`config.mk`:
```
export PLATFORM = sky130hd
export DESIGN_NAME = phy_rate_seq
export DESIGN_NICKNAME = d
export VERILOG_FILES = /design/src/rtl/phycfg_pkg.sv /design/src/rtl/rate_band_sel.sv /design/src/rtl/band_table.sv /design/src/rtl/cycle_timer.sv /design/src/rtl/phy_rate_seq.sv
export SDC_FILE = /design/constraint.sdc
export NUM_CORES = 1
export LEC_CHECK = 0
export ABC_AREA = 1
export BUFFER_PORTS_ARGS = -buffer_cell sky130_fd_sc_hd__buf_2
export CAP_MARGIN = 15
export CORE_MARGIN = 2
export CORE_UTILIZATION = 40
export CTS_CLUSTER_DIAMETER = 80
export DETAILED_ROUTE_END_ITERATION = 10
export HOLD_SLACK_MARGIN = 0.15
export PLACE_DENSITY = 0.74
export REMOVE_ABC_BUFFERS = 1
export SYNTH_ARGS = -nofsm -noshare
export SYNTH_HDL_FRONTEND = slang
export SYNTH_SLANG_ARGS = --single-unit
```
`constraint.sdc`:
```
create_clock -name clk -period 2.3 [get_ports clk]
set_input_delay 0.46 -clock clk [delete_from_list [all_inputs] [get_ports clk]]
set_output_delay 0.46 -clock clk [all_outputs]
set_load 0.01 [all_outputs]
```
`src/rtl/phycfg_pkg.sv`:
```
package phycfg_pkg;
  localparam int unsigned RATE_W = 32;
  localparam int unsigned NUM_THR = 3;
  localparam int unsigned BAND_W = 2;
  localparam int unsigned CODE_W = 6;
  localparam logic [RATE_W-1:0] RATE_THR [NUM_THR] = '{32'd27_000_000, 32'd74_250_000, 32'd148_500_000};
  localparam logic [31:0] PLL3_VAL = 32'h0000_0001;
  localparam logic [31:0] LOWPWR_ANA1 = 32'h0000_0007;

  typedef struct packed {
    logic [31:0] pll1;
    logic [31:0] pll2;
    logic [31:0] ana1;
    logic [31:0] ana2;
    logic [31:0] ana3;
    logic        use_cal;
    logic [1:0]  code_boost;
  } band_set_t;
endpackage

```
`src/rtl/rate_band_sel.sv`:
```
module rate_band_sel
  import phycfg_pkg::*;
(
  input  logic [RATE_W-1:0] rate,
  output logic [BAND_W-1:0] band
);
  logic [NUM_THR-1:0] above;

  for (genvar t = 0; t < NUM_THR; t++) begin : g_thr
    assign above[t] = rate > RATE_THR[t];
  end

  always_comb begin
    band = '0;
    for (int t = 0; t < NUM_THR; t++) band = band + BAND_W'(above[t]);
  end
endmodule

```
`src/rtl/band_table.sv`:
```
module band_table
  import phycfg_pkg::*;
(
  input  logic [BAND_W-1:0] band,
  output band_set_t         set
);
  always_comb begin
    unique case (band)
      2'd0: set = '{32'h3ddc5040, 32'h8008430a, 32'h11ffff7f, 32'h80623000, 32'h0f80c285, 1'b1, 2'd0};
      2'd1: set = '{32'h3ddc5040, 32'h80084343, 32'h11ffff7f, 32'h80623000, 32'h0f814385, 1'b1, 2'd0};
      2'd2: set = '{32'h3ddc5040, 32'h80084381, 32'h01ffff7f, 32'h8063a800, 32'h0f81c485, 1'b0, 2'd0};
      default: set = '{32'h35dc5fc0, 32'h800863c0, 32'h01ffff7f, 32'h8063b000, 32'h0f8246b5, 1'b0, 2'd2};
    endcase
  end
endmodule

```
`src/rtl/cycle_timer.sv`:
```
module cycle_timer #(
  parameter int unsigned CW = 8
) (
  input  logic          clk,
  input  logic          rst_n,
  input  logic          load,
  input  logic [CW-1:0] load_val,
  output logic          zero
);
  logic [CW-1:0] cnt;

  always_ff @(posedge clk) begin
    if (!rst_n)     cnt <= '0;
    else if (load)  cnt <= load_val;
    else if (!zero) cnt <= cnt - 1'b1;
  end

  assign zero = (cnt == '0);
endmodule

```
`src/rtl/phy_rate_seq.sv`:
```
module phy_rate_seq
  import phycfg_pkg::*;
#(
  parameter int unsigned W15_CYC  = 1_875_000,
  parameter int unsigned W100_CYC = 12_500_000
) (
  input  logic        clk,
  input  logic        rst_n,
  input  logic        req_valid,
  output logic        req_ready,
  input  logic [31:0] req_rate,
  input  logic        req_hsync_low,
  input  logic        req_vsync_low,
  input  logic [3:0]  prediv_cur,
  input  logic [5:0]  cal_code,
  input  logic [31:0] phy_status,
  output logic [31:0] dbg_ctrl,
  output logic [31:0] pll_cfg1,
  output logic [31:0] pll_cfg2,
  output logic [31:0] pll_cfg3,
  output logic [31:0] ana_cfg1,
  output logic [31:0] ana_cfg2,
  output logic [31:0] ana_cfg3,
  output logic        done
);
  localparam int unsigned WMAX = (W15_CYC > W100_CYC) ? W15_CYC : W100_CYC;
  localparam int unsigned CW = $clog2(WMAX + 1);
  localparam logic [CW-1:0] LD15  = CW'(W15_CYC - 1);
  localparam logic [CW-1:0] LD100 = CW'(W100_CYC - 1);
  localparam logic [CODE_W-1:0] CODE_MAX = '1;

  typedef enum logic [2:0] {
    ST_IDLE, ST_OFF, ST_PLL, ST_PREWAIT, ST_LOCKWAIT, ST_BANDWAIT, ST_DONE
  } st_t;

  st_t state;
  logic [BAND_W-1:0] band_in, band_q;
  logic [3:0] prediv_q;
  logic zero_rate_q;
  band_set_t tab;
  logic tmr_load, tmr_zero;
  logic [CW-1:0] tmr_val;
  logic accept;
  logic [CODE_W:0] code_sum;
  logic [CODE_W-1:0] code_sat;

  rate_band_sel u_band (.rate(req_rate), .band(band_in));
  band_table u_tab (.band(band_q), .set(tab));
  cycle_timer #(.CW(CW)) u_tmr (
    .clk(clk), .rst_n(rst_n), .load(tmr_load), .load_val(tmr_val), .zero(tmr_zero)
  );

  assign req_ready = (state == ST_IDLE);
  assign done = (state == ST_DONE);
  assign accept = req_valid && req_ready;

  assign tmr_load = (state == ST_PLL) ||
                    (tmr_zero && (state == ST_PREWAIT || state == ST_LOCKWAIT));
  assign tmr_val = (state == ST_PLL) ? LD15 : LD100;

  assign code_sum = {1'b0, phy_status[16:11]} + (CODE_W+1)'(tab.code_boost);
  assign code_sat = code_sum[CODE_W] ? CODE_MAX : code_sum[CODE_W-1:0];

  always_ff @(posedge clk) begin
    if (!rst_n) begin
      state <= ST_IDLE;
      band_q <= '0;
      prediv_q <= '0;
      zero_rate_q <= 1'b0;
      dbg_ctrl <= '0;
      pll_cfg1 <= '0;
      pll_cfg2 <= '0;
      pll_cfg3 <= '0;
      ana_cfg1 <= '0;
      ana_cfg2 <= '0;
      ana_cfg3 <= '0;
    end else begin
      unique case (state)
        ST_IDLE: if (accept) begin
          band_q <= band_in;
          prediv_q <= prediv_cur;
          zero_rate_q <= (req_rate == '0);
          dbg_ctrl <= {16'h0, 6'h0, req_hsync_low, req_vsync_low, 8'h0};
          state <= (req_rate == '0) ? ST_OFF : ST_PLL;
        end
        ST_OFF: begin
          ana_cfg1 <= LOWPWR_ANA1;
          pll_cfg1 <= '0;
          state <= ST_DONE;
        end
        ST_PLL: begin
          pll_cfg1 <= tab.pll1 & ~(32'h1 << 26);
          pll_cfg2 <= {tab.pll2[31:4], prediv_q};
          state <= ST_PREWAIT;
        end
        ST_PREWAIT: if (tmr_zero) begin
          pll_cfg3 <= PLL3_VAL;
          pll_cfg1 <= pll_cfg1 | (32'h1 << 25);
          state <= ST_LOCKWAIT;
        end
        ST_LOCKWAIT: if (tmr_zero) begin
          pll_cfg1 <= pll_cfg1 | 32'hC000_0000 | {26'h0, code_sat};
          state <= ST_BANDWAIT;
        end
        ST_BANDWAIT: if (tmr_zero) begin
          ana_cfg1 <= tab.ana1;
          ana_cfg2 <= tab.ana2 | (tab.use_cal ? {28'h0, cal_code[5:2]} : 32'h0);
          ana_cfg3 <= tab.ana3;
          state <= ST_DONE;
        end
        default: state <= ST_IDLE;
      endcase
    end
  end

  assert_done_pulse_R1: assert property (@(posedge clk) disable iff (!rst_n)
    done |=> (!done && req_ready));

  assert_lowpower_R2: assert property (@(posedge clk) disable iff (!rst_n)
    (accept && req_rate == '0) |=> ##1 (ana_cfg1 == 32'h7 && pll_cfg1 == '0 && done));

  assert_clksel_low_R4: assert property (@(posedge clk) disable iff (!rst_n)
    !$stable(pll_cfg1) |-> !pll_cfg1[26]);

  assert_enable_after_cfg3_R5: assert property (@(posedge clk) disable iff (!rst_n)
    $rose(pll_cfg1[25]) |-> (pll_cfg3 == 32'h1));

  assert_code_not_below_R6: assert property (@(posedge clk) disable iff (!rst_n)
    $rose(pll_cfg1[31]) |-> (pll_cfg1[5:0] >= $past(phy_status[16:11])));

  assert_busy_not_ready_R1: assert property (@(posedge clk) disable iff (!rst_n)
    accept |=> !req_ready);
endmodule

```
==> impl_metrics.json <==
{
  "clk_pin_slew_ps": 60,
  "tritoncts.num_buffers": 9,
  "period_needed_ps": 1920,
  "ant_nets": 0,
  "vias_per_cell": 4.42,
  "hold_viol": 0,
  "clockBufferDepth": 2,
  "clock_latency_ps": 340,
  "pre_cts_slack_ps": 17.1,
  "post-route-cell-area_um2": 5700,
  "die_y_um": 120,
  "drt_first_pass_iters": 4,
  "syn_area_um2": 5370,
  "r2r_cells": 8,
  "hold_start": "cal_code[2]",
  "cts_root_buf": "clkbuf_16",
  "hold_class": "input port to flip-flop",
  "muxShareOfSynthArea_pct": 0,
  "cp-end-kind": "flip-flop",
  "pwr-share-seq_pct": 28.6,
  "synth_top_family_by_area": "buffers and inverters",
  "drc_errors": 0,
  "p_switching_mw": 3.02,
  "worstPathRequired_ps": 2520,
  "drive_gt1_share_pct": 21.3,
  "status": "complete, no violations",
  "peakVddDrop_mv": 0.552,
  "synthArstFlopShare_pct": 0,
  "fp.coreArea_um2": 13200,
  "p_int_mw": 3.46,
  "setup_ws_ps": 382,
  "r2r-end": "ana_cfg2[1]$_SDFFE_PN0P_",
  "postSynthAreaPerCell_um2": 6.67,
  "track_usage_pct": 16.6,
  "critPathMaxFanout": 3,
  "io-pin-count": 305,
  "cap_viol_max_count": 0,
  "synthAdderAreaFrac_pct": 2.47,
  "r2r_slack_ps": 390,
  "cp_slowest_cell": "fa_1",
  "diodes": 0,
  "synth-edff-count": 0,
  "wl_um": 12300,
  "crit_path_start_kind": "input port",
  "routed-via-count": 4786,
  "synthSimpleGateAreaFrac_pct": 29.4,
  "die-area_um2": 14400,
  "p_leak_nw": 3.02,
  "first_global_vias": 4076,
  "post_drt_wl_per_cell_um": 11.4,
  "htreeDepth": 3,
  "nets": 990,
  "fin_skew_ps": 8.80,
  "worstReg2RegStart": "u_tmr.cnt[0]$_SDFFE_PN0P_",
  "min_to": "ana_cfg2[0]$_SDFFE_PN0P_",
  "gr-total-overflow": 0,
  "row_count": 42,
  "fin_crit_sh_pct": 83.4,
  "area_growth_pct": 6.17,
  "cts_sinks": 70,
  "post-cts-setup-buffers": 0,
  "setup_viol": 0,
  "p_clk_share_pct": 21.5,
  "tightest_slew_ps": 661,
  "p_per_area_nw_per_um2": 1140,
  "synthXorXnorAreaFrac_pct": 1.96,
  "cp.arrival_ps": 2130,
  "synth_flop_cell": "dfxtp_1",
  "slew_viol_final": 0,
  "synth_cell_types": 31,
  "comb_power_share_pct": 49.9,
  "antenna_found_initial": 0,
  "syn_inst": 806,
  "yosys_warnings": 0,
  "max_freq_ghz": 0.521,
  "crit_type": "input port to flip-flop",
  "initial_core_util_pct": 40.7,
  "hpwlAfterDp_um": 9640,
  "portBuffers": 148,
  "slew_headroom_pct": 55.8,
  "yosysSeqAreaShare_pct": 26.1,
  "setup_tns_ps": 0,
  "grt_setup_unrepaired": "false",
  "globalplace.congestion": 0.916,
  "hold_path_depth": 3,
  "ys_seq_elements": 70,
  "cts_tree": "yes",
  "drt_iter0_markers": 256,
  "path_cells": "buf_2 -> inv_1 -> nor3_1 -> inv_1 -> nor2_1 -> nand3_1 -> nor3_1 -> nor2_1 -> fa_1 -> o21ai_0 -> a21oi_1",
  "swShare_pct": 46.6,
  "synth_compound_area_share_pct": 7.96,
  "slowest_delay_ps": 460,
  "grt_pass1_wl_um": 19400,
  "grt_max_degree": 44,
  "dpl-instance-area_um2": 5400,
  "cts_hold_buf": 0,
  "fp.dieW_um": 120,
  "ctsResizeCount": 0
}
stage by stage:
stage / cells / util, % / power [mW] / hold WS [ps]
4_1_cts: 1082 / 43.2 / 6.47 / 387
3_3_place_gp: 1066 / 41.0 / 5.00 / 435
5_1_grt: 1082 / 43.2 / 7.04 / 398
6_report: 1082 / 43.2 / 6.48 / 391
2_1_floorplan: 734 / - / 4.14 / 441
3_5_place_dp: 1066 / 41.0 / 5.05 / 445
cell usage in the layout, fill, tap and decap left out, types with 8 or more instances in the layout:
cell type,count
nor2_2,8
clkbuf_16,9
ha_1,9
conb_1,128
nor3_1,11
inv_1,64
nand3_1,59
a31oi_1,8
nor2_1,118
a21oi_1,50
nand4_1,8
dfxtp_1,70
nand2_1,140
buf_4,8
buf_2,148
o21ai_0,24
layout make-up:
| cell class | instances | area, um^2 |
|---|---|---|
| Clock inverter | 6 | 71.3 |
| Tap cell | 176 | 220 |
| Inverter | 68 | 255 |
| Sequential cell | 70 | 1400 |
| Timing Repair Buffer | 156 | 801 |
| Fill cell | 1419 | 7490 |
| Multi-Input combinational cell | 596 | 2730 |
| Clock buffer | 10 | 229 |
state kept, by name (all words and copies together), names as in the netlist:
signal	count
u_tmr.cnt	24
pll_cfg1	11
ana_cfg2	8
pll_cfg2	8
ana_cfg3	4
prediv_q	4
ana_cfg1	3
state	3
band_q	2
dbg_ctrl	2
pll_cfg3	1
synth_stat cells, drive strengths merged, types with 2 or more instances:
master	number	area, um^2
nor2	130	538
xnor2	5	43.8
nand3	61	323
nor3	11	55.1
clkbuf	8	30.0
xor2	7	61.3
nand2	144	551
nor4	2	12.5
dfxtp	70	1400
a21oi	50	250
ha	9	113
a31oi	8	50.1
buf	191	1440
nand3b	5	37.5
inv	67	251
o21ai	24	120
nand4	8	50.1
routing by layer:
| layer | GRT usage (%) | part of all wire [%] | vias to the layer above |
|---|---|---|---|
| met5 | 0 | 0 | - |
| met4 | 5.22 | 1.6 | 0 |
| met3 | 3.33 | 8.4 | 16 |
| met2 | 28.2 | 48 | 219 |
| met1 | 21.2 | 42 | 2120 |
| li1 | - | - | 2431 |
kinds of logic after synthesis:
family          count (synthesis)
xor+xnor                       12
simple gates                  363
fa+ha+maj                      10
compound gates                 83
other cells                     1
buf+inv                       267
flops                          70
worst max path at each step:
stage,from,to,slack (ps),cells past startpoint
finish,req_rate[12],band_q[0]$_SDFFE_PN0P_,380,11
global route,req_rate[12],band_q[0]$_SDFFE_PN0P_,170,11
CTS,req_rate[12],band_q[0]$_SDFFE_PN0P_,360,12
detailed placement,req_rate[12],band_q[0]$_SDFFE_PN0P_,20,12
global placement,req_rate[12],band_q[0]$_SDFFE_PN0P_,30,11
floorplan,ana_cfg1[24]$_SDFFE_PN0P_,ana_cfg1[10],210,0
worst max-delay path: cells and delay by family:
kind	cells	cell delay, ps
compound gates	2	210
fa+ha+maj	1	460
buf+inv	3	240
simple gates	5	760
power groups by stage:
stage	sequential (mW)	clock [mW]	combinational (mW)
floorplan	1.92	0	2.22
global placement	1.86	0	3.14
detailed placement	1.87	0	3.18
CTS	1.85	1.41	3.21
global route	1.90	1.46	3.68
finish	1.85	1.39	3.24
Power figures use the tool's default switching activity.
